===== config.mk =====
export PLATFORM = sky130hd
export DESIGN_NAME = ecc_err_log
export DESIGN_NICKNAME = d
export VERILOG_FILES = /design/src/rtl/ecc_log_pkg.sv /design/src/rtl/ecc_class_tracker.sv /design/src/rtl/ecc_rd_mux.sv /design/src/rtl/ecc_err_log.sv
export SDC_FILE = /design/constraint.sdc
export NUM_CORES = 1
export LEC_CHECK = 0
export BUFFER_PORTS_ARGS = -buffer_cell sky130_fd_sc_hd__buf_2
export CORE_UTILIZATION = 35
export CTS_BUF_LIST = sky130_fd_sc_hd__clkbuf_4 sky130_fd_sc_hd__clkbuf_8 sky130_fd_sc_hd__clkbuf_16
export CTS_CLUSTER_DIAMETER = 200
export DETAILED_ROUTE_END_ITERATION = 16
export GPL_ROUTABILITY_DRIVEN = 1
export HOLD_SLACK_MARGIN = 0.12
export SYNTH_ARGS = -nofsm -noshare
export SYNTH_HDL_FRONTEND = slang
export SYNTH_SLANG_ARGS = --single-unit

===== constraint.sdc =====
create_clock -name clk -period 1.8 [get_ports clk]
set_input_delay 0.18 -clock clk [delete_from_list [all_inputs] [get_ports clk]]
set_output_delay 0.18 -clock clk [all_outputs]
set_load 0.01 [all_outputs]

===== src/rtl/ecc_log_pkg.sv =====
package ecc_log_pkg;
    localparam int WORD_W    = 32;
    localparam int CNT_W     = 16;
    localparam int RANK_W    = 2;
    localparam int BG_W      = 2;
    localparam int BANK_W    = 3;
    localparam int ROW_W     = 18;
    localparam int COL_W     = 12;
    localparam int SYN_WORDS = 3;
    localparam int SYN_W     = SYN_WORDS * WORD_W;
    localparam int NCLS      = 2;   // class 0 = corrected, class 1 = uncorrectable
    localparam int RANKS     = 4;

    localparam logic [7:0] OFS_CFG    = 8'h00;
    localparam logic [7:0] OFS_ECC    = 8'h70;
    localparam logic [7:0] OFS_CLR    = 8'h7C;
    localparam logic [7:0] OFS_CNT    = 8'h80;
    localparam logic [7:0] OFS_CE_A0  = 8'h84;
    localparam logic [7:0] OFS_UE_A0  = 8'hA4;
    localparam logic [7:0] OFS_SYN_D  = 8'h08; // syndrome base minus address base
    localparam logic [WORD_W-1:0] ECC_WMASK = 32'h0000_0017;

    typedef struct packed {
        logic [RANK_W-1:0] rank;
        logic [BG_W-1:0]   bg;
        logic [BANK_W-1:0] bank;
        logic [ROW_W-1:0]  row;
        logic [COL_W-1:0]  col;
    } dram_loc_t;

    function automatic logic [WORD_W-1:0] loc_word0(dram_loc_t l);
        logic [WORD_W-1:0] w;
        w = '0;
        w[25:24] = l.rank;
        w[17:0]  = l.row;
        return w;
    endfunction

    function automatic logic [WORD_W-1:0] loc_word1(dram_loc_t l);
        logic [WORD_W-1:0] w;
        w = '0;
        w[25:24] = l.bg;
        w[18:16] = l.bank;
        w[11:0]  = l.col;
        return w;
    endfunction
endpackage


===== src/rtl/ecc_class_tracker.sv =====
module ecc_class_tracker
    import ecc_log_pkg::*;
#(
    parameter int CNT_BITS = CNT_W
) (
    input  logic                clk,
    input  logic                rst_n,
    input  logic                err_i,
    input  dram_loc_t           loc_i,
    input  logic [SYN_W-1:0]    syn_i,
    input  logic                clr_flag_i,
    input  logic                clr_cnt_i,
    output logic [CNT_BITS-1:0] cnt_o,
    output dram_loc_t           loc_o,
    output logic [SYN_W-1:0]    syn_o,
    output logic                irq_o
);
    localparam logic [CNT_BITS-1:0] CNT_MAX = '1;
    localparam logic [CNT_BITS-1:0] CNT_ONE = {{(CNT_BITS-1){1'b0}}, 1'b1};

    typedef struct packed {
        logic [CNT_BITS-1:0] cnt;
        logic                flag;
        dram_loc_t           loc;
        logic [SYN_W-1:0]    syn;
    } trk_st_t;

    trk_st_t st_d, st_q;

    always_comb begin
        st_d = st_q;
        if (clr_cnt_i)  st_d.cnt  = '0;
        if (clr_flag_i) st_d.flag = 1'b0;
        if (err_i) begin
            if (clr_cnt_i)
                st_d.cnt = CNT_ONE;
            else if (st_q.cnt != CNT_MAX)
                st_d.cnt = st_q.cnt + CNT_ONE;
            if (!st_q.flag || clr_flag_i) begin
                st_d.loc = loc_i;
                st_d.syn = syn_i;
            end
            st_d.flag = 1'b1;
        end
    end

    always_ff @(posedge clk or negedge rst_n) begin
        if (!rst_n) st_q <= '0;
        else        st_q <= st_d;
    end

    assign cnt_o = st_q.cnt;
    assign loc_o = st_q.loc;
    assign syn_o = st_q.syn;
    assign irq_o = st_q.flag && (st_q.cnt != '0);

    assert_step_R1: assert property (@(posedge clk) disable iff (!rst_n)
        (err_i && !clr_cnt_i && cnt_o != CNT_MAX) |=> (cnt_o == $past(cnt_o) + CNT_ONE));
    assert_no_overflow_R2: assert property (@(posedge clk) disable iff (!rst_n)
        (err_i && !clr_cnt_i && cnt_o == CNT_MAX) |=> (cnt_o == CNT_MAX));
    assert_capture_hold_R3: assert property (@(posedge clk) disable iff (!rst_n)
        (irq_o && !clr_flag_i && !clr_cnt_i) |=> ($stable(loc_o) && $stable(syn_o)));
    assert_irq_quiet_R4: assert property (@(posedge clk) disable iff (!rst_n)
        (cnt_o == '0) |-> !irq_o);
    assert_clear_zero_R5: assert property (@(posedge clk) disable iff (!rst_n)
        (clr_cnt_i && !err_i) |=> (cnt_o == '0 && !irq_o));
    assert_race_wins_R6: assert property (@(posedge clk) disable iff (!rst_n)
        (clr_cnt_i && err_i) |=> (cnt_o == CNT_ONE && irq_o));
endmodule


===== src/rtl/ecc_rd_mux.sv =====
module ecc_rd_mux
    import ecc_log_pkg::*;
(
    input  logic [7:0]                 addr_i,
    input  logic [RANKS-1:0]           rank_en_i,
    input  logic [WORD_W-1:0]          ecc_cfg_i,
    input  logic [NCLS-1:0][CNT_W-1:0] cnt_i,
    input  dram_loc_t [NCLS-1:0]       loc_i,
    input  logic [NCLS-1:0][SYN_W-1:0] syn_i,
    output logic [WORD_W-1:0]          rdata_o
);
    logic [NCLS-1:0][WORD_W-1:0] cls_word;

    for (genvar c = 0; c < NCLS; c++) begin : g_cls
        localparam logic [7:0] BASE = (c == 0) ? OFS_CE_A0 : OFS_UE_A0;
        always_comb begin
            cls_word[c] = '0;
            if (addr_i == BASE)              cls_word[c] = loc_word0(loc_i[c]);
            if (addr_i == BASE + 8'h04)      cls_word[c] = loc_word1(loc_i[c]);
            for (int w = 0; w < SYN_WORDS; w++) begin
                if (addr_i == BASE + OFS_SYN_D + 8'(4 * w))
                    cls_word[c] = syn_i[c][w*WORD_W +: WORD_W];
            end
        end
    end

    always_comb begin
        rdata_o = '0;
        for (int c = 0; c < NCLS; c++) rdata_o = rdata_o | cls_word[c];
        if (addr_i == OFS_CFG) rdata_o = {4'b0, rank_en_i, 24'b0};
        if (addr_i == OFS_ECC) rdata_o = ecc_cfg_i;
        if (addr_i == OFS_CNT) rdata_o = {cnt_i[1], cnt_i[0]};
    end
endmodule


===== src/rtl/ecc_err_log.sv =====
module ecc_err_log
    import ecc_log_pkg::*;
(
    input  logic         clk,
    input  logic         rst_n,
    input  logic         ce_err,
    input  logic [1:0]   ce_rank,
    input  logic [1:0]   ce_bg,
    input  logic [2:0]   ce_bank,
    input  logic [17:0]  ce_row,
    input  logic [11:0]  ce_col,
    input  logic [95:0]  ce_syn,
    input  logic         ue_err,
    input  logic [1:0]   ue_rank,
    input  logic [1:0]   ue_bg,
    input  logic [2:0]   ue_bank,
    input  logic [17:0]  ue_row,
    input  logic [11:0]  ue_col,
    input  logic [95:0]  ue_syn,
    input  logic [3:0]   cfg_rank_en,
    input  logic [7:0]   reg_addr,
    input  logic         reg_wr,
    input  logic [31:0]  reg_wdata,
    output logic [31:0]  reg_rdata,
    output logic         irq_ce,
    output logic         irq_ue
);
    typedef struct packed {
        logic [WORD_W-1:0] ecc_cfg;
    } top_st_t;

    top_st_t st_d, st_q;

    logic [NCLS-1:0]             err;
    dram_loc_t [NCLS-1:0]        loc_in;
    logic [NCLS-1:0][SYN_W-1:0]  syn_in;
    logic [NCLS-1:0]             clr_flag, clr_cnt, irq;
    logic [NCLS-1:0][CNT_W-1:0]  cnt;
    dram_loc_t [NCLS-1:0]        loc_cap;
    logic [NCLS-1:0][SYN_W-1:0]  syn_cap;
    logic                        clr_wr;

    assign err    = {ue_err, ce_err};
    assign loc_in = {{ue_rank, ue_bg, ue_bank, ue_row, ue_col},
                     {ce_rank, ce_bg, ce_bank, ce_row, ce_col}};
    assign syn_in = {ue_syn, ce_syn};
    assign clr_wr = reg_wr && (reg_addr == OFS_CLR);

    always_comb begin
        st_d = st_q;
        if (reg_wr && reg_addr == OFS_ECC) st_d.ecc_cfg = reg_wdata & ECC_WMASK;
        clr_flag = clr_wr ? reg_wdata[1:0] : '0;
        clr_cnt  = clr_wr ? reg_wdata[3:2] : '0;
    end

    always_ff @(posedge clk or negedge rst_n) begin
        if (!rst_n) st_q <= '0;
        else        st_q <= st_d;
    end

    for (genvar c = 0; c < NCLS; c++) begin : g_trk
        ecc_class_tracker #(.CNT_BITS(CNT_W)) u_trk (
            .clk        (clk),
            .rst_n      (rst_n),
            .err_i      (err[c]),
            .loc_i      (loc_in[c]),
            .syn_i      (syn_in[c]),
            .clr_flag_i (clr_flag[c]),
            .clr_cnt_i  (clr_cnt[c]),
            .cnt_o      (cnt[c]),
            .loc_o      (loc_cap[c]),
            .syn_o      (syn_cap[c]),
            .irq_o      (irq[c])
        );
    end

    ecc_rd_mux u_mux (
        .addr_i    (reg_addr),
        .rank_en_i (cfg_rank_en),
        .ecc_cfg_i (st_q.ecc_cfg),
        .cnt_i     (cnt),
        .loc_i     (loc_cap),
        .syn_i     (syn_cap),
        .rdata_o   (reg_rdata)
    );

    assign irq_ce = irq[0];
    assign irq_ue = irq[1];

    assert_cfg_hold_R8: assert property (@(posedge clk) disable iff (!rst_n)
        !(reg_wr && reg_addr == OFS_ECC) |=> $stable(st_q.ecc_cfg));
    assert_cfg_mask_R8: assert property (@(posedge clk) disable iff (!rst_n)
        (st_q.ecc_cfg & ~ECC_WMASK) == '0);
    assert_class_apart_R11: assert property (@(posedge clk) disable iff (!rst_n)
        (ce_err && !ue_err && !clr_wr) |=> $stable(cnt[1]));
endmodule


==> results of run 1 <==
## cell families after synthesis
logic type / Yosys count
and+or+nand+nor: 205
adders and majority gates: 4
DFF: 304
buffers and inverters: 92
muxes: 351
AOI/OAI and AO/OA: 185
xor gates and xnor gates: 18
## worst paths after layout
check	start	endpoint	slack (ns)
hold reg to reg	g_trk[0].u_trk.syn_o[6]	g_trk[0].u_trk.syn_o[6]	0.50
setup / recovery	g_trk[0].u_trk.loc_o[24]	reg_rdata[12]	-0.47
hold / removal	rst_n	g_trk[0].u_trk.loc_o[7]	0.15
max in group asynchronous	rst_n	g_trk[0].u_trk.cnt_o[3]	0.92
min in group clk	reg_wr	g_trk[1].u_trk.st_q[133]	0.22
setup reg to reg	g_trk[0].u_trk.cnt_o[10]	g_trk[0].u_trk.cnt_o[9]	0.04
## sequential cells by signal (all words and copies together), names as in the netlist
register,count
g_trk.u_trk.syn_o,192
g_trk.u_trk.loc_o,74
g_trk.u_trk.cnt_o,32
st_q,4
g_trk.u_trk.st_q,2
## what timing repair did
action	4_1_cts	5_1_grt
resized for setup	147	61
hold buffers	278	0
setup endpoints to repair	34	49
cloned	0	0
buffers inserted	24	13
pin swaps	48	34
endpoints found under the hold margin	601	0
## critical path: stages (launching register included)
cell and delay [ns]:
dfrtp_1 0.41, mux4_2 0.53, and3_4 0.17, a311o_1 0.28, buf_6 0.14
## layout make-up
class	instances	area, um2
tap	585	732
clock buffer	50	1090
antenna	12	30.0
multi-input combinational	763	7930
inverter	8	32.5
timing repair buffer	804	6410
clock inverter	19	322
fill	3460	19100
sequential	304	7620
## cell usage in the layout, fill, tap and decap left out, types with 27 or more instances in the layout
master,n
mux2i_1,32
mux2_4,155
mux2_2,150
nand2_1,28
buf_2,305
buf_12,30
dlygate4sd3_1,278
a22oi_2,27
nor2_1,56
clkbuf_16,38
buf_4,171
dfrtp_1,294
## through the flow
stage               setup WS, ns  power, uW  instances
finish                    -0.473      18700       2545
global route              -0.563      19400       2542
CTS                       -0.516      18700       2521
detailed placement        -0.569       9350       2159
global placement          -0.508       9310       2159
floorplan               -0.00877       8290       1159
## power groups by stage
stage	Clock (uW)	Combinational [uW]	Sequential, uW
6_report	8570	2720	7430
3_5_place_dp	0	1800	7560
2_1_floorplan	0	829	7460
3_3_place_gp	0	1760	7550
4_1_cts	8710	2620	7410
5_1_grt	8980	2920	7450
## per-layer routing
layer / track usage / part of all wire / wire [um]
met1: 0.336 / 0.44 / 25300
met2: 0.393 / 0.46 / 26300
met3: 0.0440 / 0.053 / 3020
met4: 0.108 / 0.038 / 2160
met5: 0 / 0.00060 / 34
==> impl_results.md, run 1 <==
* Reg power frac at 0.397
* Power density cells at 775 nW/um2
* Clock share of power at 0.458
* Syn Std Cell Area at 15400 um2
* Gpl congestion at 0.906
* Synth area leaders: dfrtp_1, mux2_4, mux2_2
* Synth top area share at 0.493
* CP startpoint kind: register
* Status: finished, violations left
* Maximum VDD drop at 557 uV
* Initial antenna violation count at 12
* Die Area at 44900 um2
* Final net count at 2238
* Layout area overhead at 56.6%
* Final min period at 2.27 ns
* Post-DP HPWL at 39.3 mm
* CTS clk-pin slew, worst paths at 0.06 ns
* DRT iter0 DRCs at 786
* Wirelength, routed at 56.8 mm
* CP max FO at 2
* Via Count at 13100
* Drt first pass iters at 5
* Core ar. at 43300 um2
* Max Clock Skew at 0.0190 ns
* GRT overflow at 0
* FP Rows at 76
* Worst hold path class: input pin to asynchronous set/reset pin
* Fin util at 0.559
* Clk sink count at 304
* Max-Cap Viols at 0
* Vias/cell at 5.14
* Maximum clock rate at 440 MHz
* Worst R2R Path Depth at 7
* Io pins at 349
* Synth area leader: dfrtp_1
* WP data required at 1.62 ns
* Total GRT Usage at 0.250
* Routed length per instance at 22.3 um
* Post-synth EDFFs at 0
* Placed Area at 18900 um2
* First-pass GRT wire length at 84.1 mm
* Post-route cell area at 24200 um2
* Register area share after synthesis at 0.493
* TNS Setup at -9.02 ns
* Gate power share at 0.145
* Post-synth net total at 1478
* CTS buffer count at 38
* Register bit count reported by yosys at 304
* Top-count cell post-synth: dfrtp_1
* CTS root buf: clkbuf_16
* CTS tree: done
* Chip Width at 212 um
* H-tree depth at 2
* XOR/XNOR share of the synthesized area at 0.0102
* RSZ-0062 raised after global routing: yes
* Post-Syn Area per Cell at 13.3 um2
* YS warnings at 0
* Layout cells sized above 1 at 0.538
* Final setup margin at -0.473 ns
* Failing checks: negative setup slack
* Slew headroom at 0.612
* Setup crit end kind: output pin
* Worst EP arrival at 2.09 ns
* Vias in the first global route at 14100
* Port buffer count at 321
* Final setup violation count at 34
* Compound-Gate Fraction of Synth Area at 0.0846
* Post-synthesis mux area share at 0.290
* P_leak at 0.0120 uW
* Drc violations at 0
* Top FF cell, synth: dfrtp_1
* Hold slack at 0.154 ns
* Max-slew violation count at 0
* Top cells by count, synth: dfrtp_1, mux2_2, mux2_4, nor2_1, a22oi_1
* Largest family of logic cells by synthesized area: multiplexers
* Final number of hold-violating endpoints at 0
* Post-synthesis adder-cell area fraction at 0.00324
* Sw frac at 0.251
* Sw power at 4710 uW
* Worst Path Class, Setup: register to output pin
* Syn Inst Count at 1159
* Die Ht at 212 um
* Internal power at 14000 uW
* Initial core utilization at 0.357
* Antenna-violating nets left at 0
* Largest net degree at the start of global routing at 61
* Worst-Margin Slew at 0.582 ns
* Count of different cell masters after synthesis at 74
* Worst-Skew Late Latency at 0.57 ns
* Final period util at 1.26
* Async SR Flop Fraction at 1.00
* Post-synthesis simple-gate area fraction at 0.0738
* Longest Clk Path Bufs at 3
(Power assumes the default switching activity.)
==> run 2, diff against run 1 <==
--- a/config.mk
+++ b/config.mk
@@ -5,10 +5,11 @@
 export SDC_FILE = /design/constraint.sdc
 export NUM_CORES = 1
 export LEC_CHECK = 0
+export ABC_AREA = 1
 export BUFFER_PORTS_ARGS = -buffer_cell sky130_fd_sc_hd__buf_2
 export CORE_UTILIZATION = 35
 export CTS_BUF_LIST = sky130_fd_sc_hd__clkbuf_4 sky130_fd_sc_hd__clkbuf_8 sky130_fd_sc_hd__clkbuf_16
-export CTS_CLUSTER_DIAMETER = 200
+export CTS_CLUSTER_DIAMETER = 40
 export DETAILED_ROUTE_END_ITERATION = 16
 export GPL_ROUTABILITY_DRIVEN = 1
 export HOLD_SLACK_MARGIN = 0.12
==> impl_results.md, run 2 <==
* Status: finished, violations left
* Failing checks: negative setup slack
* Number of buffers and inverters on the critical path at 3
* Cell chain of the critical path: buf_6, inv_4, ha_4, nand4_1, nor4_2, a31oi_2, buf_2
* Post-synthesis simple-gate area fraction at 0.385
* CP max FO at 2
* FP Rows at 75
* Setup crit end kind: output pin
* CTS root buf: clkbuf_16
* Post-route cell area at 25100 um2
* Worst EP arrival at 1.91 ns
* Wirelength, routed at 59.9 mm
* Post-DP HPWL at 40.4 mm
* Chip Width at 210 um
* Longest Clk Path Bufs at 3
* Slew headroom at 0.620
* Final setup margin at -0.285 ns
* Maximum VDD drop at 526 uV
* Worst-Margin Slew at 0.569 ns
* Sw frac at 0.295
* Post-synthesis adder-cell area fraction at 0.00330
* Synth area leaders: dfrtp_1, nand2_1, nand3_1
* Drt first pass iters at 5
* Syn Inst Count at 2052
* Antenna-violating nets left at 0
* Synth top area share at 0.501
* DRT iter0 DRCs at 1122
* Max Clock Skew at 0.0175 ns
* Reg power frac at 0.390
* Via Count at 16800
* Final net count at 3101
* Sw power at 6580 uW
* Top FF cell, synth: dfrtp_1
* Final number of hold-violating endpoints at 0
* RSZ-0062 raised after global routing: yes
* Register bit count reported by yosys at 304
* Clk sink count at 304
* Worst-Skew Late Latency at 0.58 ns
* P_leak at 0.0132 uW
* Largest family of logic cells by synthesized area: simple AND/OR/NAND/NOR gates
* CP startpoint kind: register
* Worst Path Class, Setup: register to output pin
* CTS tree: done
* Worst hold path class: input pin to asynchronous set/reset pin
* Final setup violation count at 37
* Commonest non-fill, non-tap cell in the layout: nand2_1
* Top-count cell post-synth: nand2_1
* Final min period at 2.09 ns
* Port buffer count at 321
* CP delay by family, top: flip-flops
* Max-Cap Viols at 0
* Synth area leader: dfrtp_1
* Vias in the first global route at 17200
* Fin util at 0.592
* Initial antenna violation count at 5
* Total placed cells including tap cells at 2982
* Setup WS pre-CTS at -0.328 ns
* Largest register FFs at 192
* Gpl congestion at 0.911
* Post-Syn Area per Cell at 7.40 um2
* Top cells by count, synth: nand2_1, nand3_1, dfrtp_1, nor2_1, inv_1
* Initial core utilization at 0.359
* Largest net degree at the start of global routing at 106
* Compound-Gate Fraction of Synth Area at 0.0437
* Layout area overhead at 65.0%
* Critical path's slowest cell: dfrtp_1
* Clock share of power at 0.449
* First-pass GRT wire length at 92.9 mm
* H-tree depth at 2
* Count of different cell masters after synthesis at 32
* XOR/XNOR share of the synthesized area at 0
* Crit path from: g_trk[1].u_trk.cnt_o[0]
* Io pins at 349
* TNS Setup at -2.73 ns
* Vias/cell at 4.95
* Async SR Flop Fraction at 1.00
* GRT overflow at 0
* Register area share after synthesis at 0.501
* Total GRT Usage at 0.270
* Die Ht at 210 um
* Max-slew violation count at 0
* Core ar. at 42300 um2
* Layout cells sized above 1 at 0.302
* Routed length per instance at 17.6 um
* Placed Area at 18500 um2
* CTS clk-pin slew, worst paths at 0.05 ns
* Power density cells at 890 nW/um2
* Internal power at 15700 uW
* Final period util at 1.16
* Gate power share at 0.161
* Final std cells w/o fill at 3404
* Post-synthesis mux area share at 0.00148
* YS warnings at 0
* Launch point of the worst reg-to-reg path: g_trk[1].u_trk.cnt_o[0]
* CTS buffer count at 51
* Post-synth net total at 2371
* WP data required at 1.62 ns
* Post-synth EDFFs at 0
* Drc violations at 0
* Syn Std Cell Area at 15200 um2
* Maximum clock rate at 480 MHz
* Die Area at 44200 um2
* Critical path's largest stage delay at 0.40 ns
* Commonest cells after routing, fill and taps aside: nand2_1, dfrtp_1, buf_2
[run 2: cell count changes in the layout (fill, tap and decap cells not counted), moves of 29 or more]
cell,change
nand2_2,+29
inv_1,+84
nor2_1,+76
nand3_2,+44
a21oi_1,+30
nand2_1,+712
mux2i_1,-32
mux2_2,-148
nand2_4,+43
nand3_1,+273
mux2_4,-155
[run 2: power by group through the flow]
| stage | clock, uW | combinational (uW) | sequential, uW |
|---|---|---|---|
| 2_1_floorplan | 0 | 1550 | 8450 |
| 3_5_place_dp | 0 | 2680 | 8660 |
| 3_3_place_gp | 0 | 2600 | 8660 |
| 5_1_grt | 10500 | 4010 | 8810 |
| 6_report | 10000 | 3580 | 8700 |
| 4_1_cts | 10200 | 3370 | 8610 |
[run 2: timing repair]
action / in CTS / in global routing
cloned: 4 / 2
hold buffers: 280 / 0
pin swaps: 81 / 87
buffers inserted: 29 / 21
hold endpoints to repair: 587 / 0
endpoints found under the setup margin: 34 / 64
resized for setup: 225 / 155
[run 2: layout make-up]
class	count	area [um2]
antenna	3	7.51
clock buffer	62	1430
clock inverter	33	358
fill	3672	17300
inverter	105	422
multi-input combinational	1520	7880
sequential	304	7610
tap	577	722
timing repair buffer	800	6640
[run 2: stage by stage]
stage | hold WS [ns] | power, uW
floorplan | -0.116 | 10000
global placement | 0.173 | 11300
detailed placement | 0.174 | 11300
CTS | 0.155 | 22200
global route | 0.196 | 23300
finish | 0.144 | 22300
[run 2: metal layers]
metal,track usage,share of wire,wire [um]
met5,0,0.00038,23
met4,0.128,0.045,2700
met3,0.0362,0.051,3050
met2,0.426,0.46,27500
met1,0.367,0.44,26700
[run 2: worst register-to-register path, delay by kind of cell (launching register included)]
family / cells / cell delay (ns)
flip-flops: 1 / 0.40
AND/OR/NAND/NOR: 7 / 0.83
buffers and inverters: 2 / 0.31
adder cells (fa/ha/maj): 1 / 0.20
[run 2: worst paths after layout]
check                                           end  slack, ns  depth (start not counted)
min in group clk            g_trk[0].u_trk.cnt_o[5]       0.23                          5
max reg2reg                 g_trk[1].u_trk.cnt_o[5]      -0.06                         10
min                        g_trk[0].u_trk.syn_o[22]       0.14                          2
max                                          irq_ue      -0.29                          7
min reg2reg                g_trk[1].u_trk.syn_o[75]       0.46                          2
max in group asynchronous  g_trk[0].u_trk.loc_o[15]       0.90                          3
[run 2: kinds of logic (layout without fill, tap and decap cells)]
family	after synthesis	in the layout
AOI/OAI and AO/OA	118	118
other	0	3
muxes	2	2
buffers and inverters	228	1000
DFF	304	304
and+or+nand+nor	1396	1396
adders and majority gates	4	4
==> run 3, diff against run 2 <==
--- a/config.mk
+++ b/config.mk
@@ -7,6 +7,7 @@
 export LEC_CHECK = 0
 export ABC_AREA = 1
 export BUFFER_PORTS_ARGS = -buffer_cell sky130_fd_sc_hd__buf_2
+export CORE_MARGIN = 8
 export CORE_UTILIZATION = 35
 export CTS_BUF_LIST = sky130_fd_sc_hd__clkbuf_4 sky130_fd_sc_hd__clkbuf_8 sky130_fd_sc_hd__clkbuf_16
 export CTS_CLUSTER_DIAMETER = 40
==> impl_results.md, run 3 (synthesis gave the netlist of run 2 again) <==
* Status: finished, violations left
* Failing checks: negative setup slack
* Drc violations at 0
* Largest register FFs at 192
* Final number of hold-violating endpoints at 0
* Commonest non-fill, non-tap cell in the layout: nand2_1
* Total GRT Usage at 0.244
* Final setup violation count at 30
* CTS buffer count at 53
* Final net count at 3091
* Longest Clk Path Bufs at 3
* Antenna-violating nets left at 0
* Layout area overhead at 65.1%
* FP Rows at 76
* Slew headroom at 0.698
* Clk sink count at 304
* Maximum VDD drop at 656 uV
* Vias in the first global route at 17300
* Maximum clock rate at 460 MHz
* Die Ht at 224 um
* Area of the multi-input gates at 7850 um2
* Power density cells at 893 nW/um2
* Gpl congestion at 0.904
* H-tree depth at 2
* Drt first pass iters at 7
* Max Clock Skew at 0.0176 ns
* Final min period at 2.17 ns
* Routed length per instance at 18.5 um
* Die Area at 50300 um2
* Io pins at 349
* Final period util at 1.21
* FF/Latch Area at 7610 um2
* Worst-Margin Slew at 0.453 ns
* Fill count at 3752
* Initial core utilization at 0.353
* Worst Path Class, Setup: register to output pin
* Post-DP HPWL at 42.5 mm
* CTS tree: done
* Setup crit end kind: output pin
* Initial antenna violation count at 6
* RSZ-0062 raised after global routing: yes
* Total placed cells including tap cells at 2982
* WP data required at 1.62 ns
* Largest net degree at the start of global routing at 97
* Commonest cells after routing, fill and taps aside: nand2_1, dfrtp_1, buf_2
* Max-slew violation count at 0
* Via Count at 17000
* Final setup margin at -0.374 ns
* Worst EP arrival at 1.99 ns
* Core ar. at 43000 um2
* Setup WS pre-CTS at -0.385 ns
* Vias/cell at 4.99
* Worst-Skew Late Latency at 0.58 ns
* Worst hold path class: input pin to register
* CP startpoint kind: register
* Layout cells sized above 1 at 0.305
* GRT overflow at 0
* CTS root buf: clkbuf_16
* CP max FO at 5
* CTS clk-pin slew, worst paths at 0.06 ns
* Wirelength, routed at 63.2 mm
* DRT iter0 DRCs at 1298
* Port buffer count at 321
* P_leak at 0.0132 uW
* Final std cells w/o fill at 3407
* Max-Cap Viols at 0
* First-pass GRT wire length at 96.9 mm
* Chip Width at 224 um
==> run 3: final timing paths <==
path / startpoint / end / slack, ns / cells past startpoint
worst max-delay path: g_trk[0].u_trk.cnt_o[0] / irq_ce / -0.37 / 7
worst min-delay path: reg_wr / g_trk[0].u_trk.cnt_o[9] / 0.21 / 5
worst max register to register: g_trk[1].u_trk.cnt_o[0] / g_trk[1].u_trk.cnt_o[0] / 0.10 / 11
worst min register to register: g_trk[1].u_trk.syn_o[52] / g_trk[1].u_trk.syn_o[52] / 0.47 / 2
max in group asynchronous: rst_n / g_trk[1].u_trk.loc_o[1] / 1.22 / 3
min in group asynchronous: rst_n / g_trk[0].u_trk.syn_o[81] / 0.25 / 3
==> run 3: through the flow <==
stage	power (uW)	hold slack [ns]	cell area (um2)	utilization	TNS, ns
2_1_floorplan	10000	-0.116	15200	-	0
3_3_place_gp	11300	0.0979	18500	0.429	-90.93
3_5_place_dp	11300	0.0982	18500	0.429	-82.80
4_1_cts	22300	0.154	24300	0.566	-3.88
5_1_grt	23400	0.236	25100	0.583	-4.82
6_report	22400	0.207	25100	0.583	-2.96
==> run 3: report_power, final <==
part	switching, uW	internal [uW]
Clock	3830	6430
Sequential	842	7830
Combinational	1860	1580
==> run 3: layout make-up <==
class | count | share of cell area
Multi-Input combinational cell | 1520 | 0.313
Sequential cell | 304 | 0.303
Timing Repair Buffer | 788 | 0.263
Clock buffer | 60 | 0.0574
Tap cell | 585 | 0.0292
Inverter | 105 | 0.0173
Clock inverter | 39 | 0.0159
Antenna cell | 6 | 0.000599
==> run 3: repair_timing <==
action / 4_1_cts / 5_1_grt
hold buffers: 278 / 0
gates cloned: 7 / 0
buffers inserted: 24 / 23
endpoints found under the hold margin: 586 / 0
endpoints found under the setup margin: 34 / 48
pin swaps: 85 / 94
resized for setup: 246 / 159
==> run 3: metal layers <==
| metal | vias up | share of wire | global-route usage |
|---|---|---|---|
| met5 | - | 0 | 0 |
| met4 | 0 | 0.046 | 0.114 |
| met3 | 168 | 0.053 | 0.0410 |
| met2 | 598 | 0.47 | 0.389 |
| met1 | 8127 | 0.43 | 0.322 |
| li1 | 8101 | - | - |
==> run 3: worst max-delay path: stages (launching register included) <==
cell	delay [ns]
dfrtp_1	0.38
buf_4	0.16
inv_1	0.07
ha_1	0.15
nand4_1	0.11
nor4_2	0.21
a31oi_2	0.17
buf_2	0.18
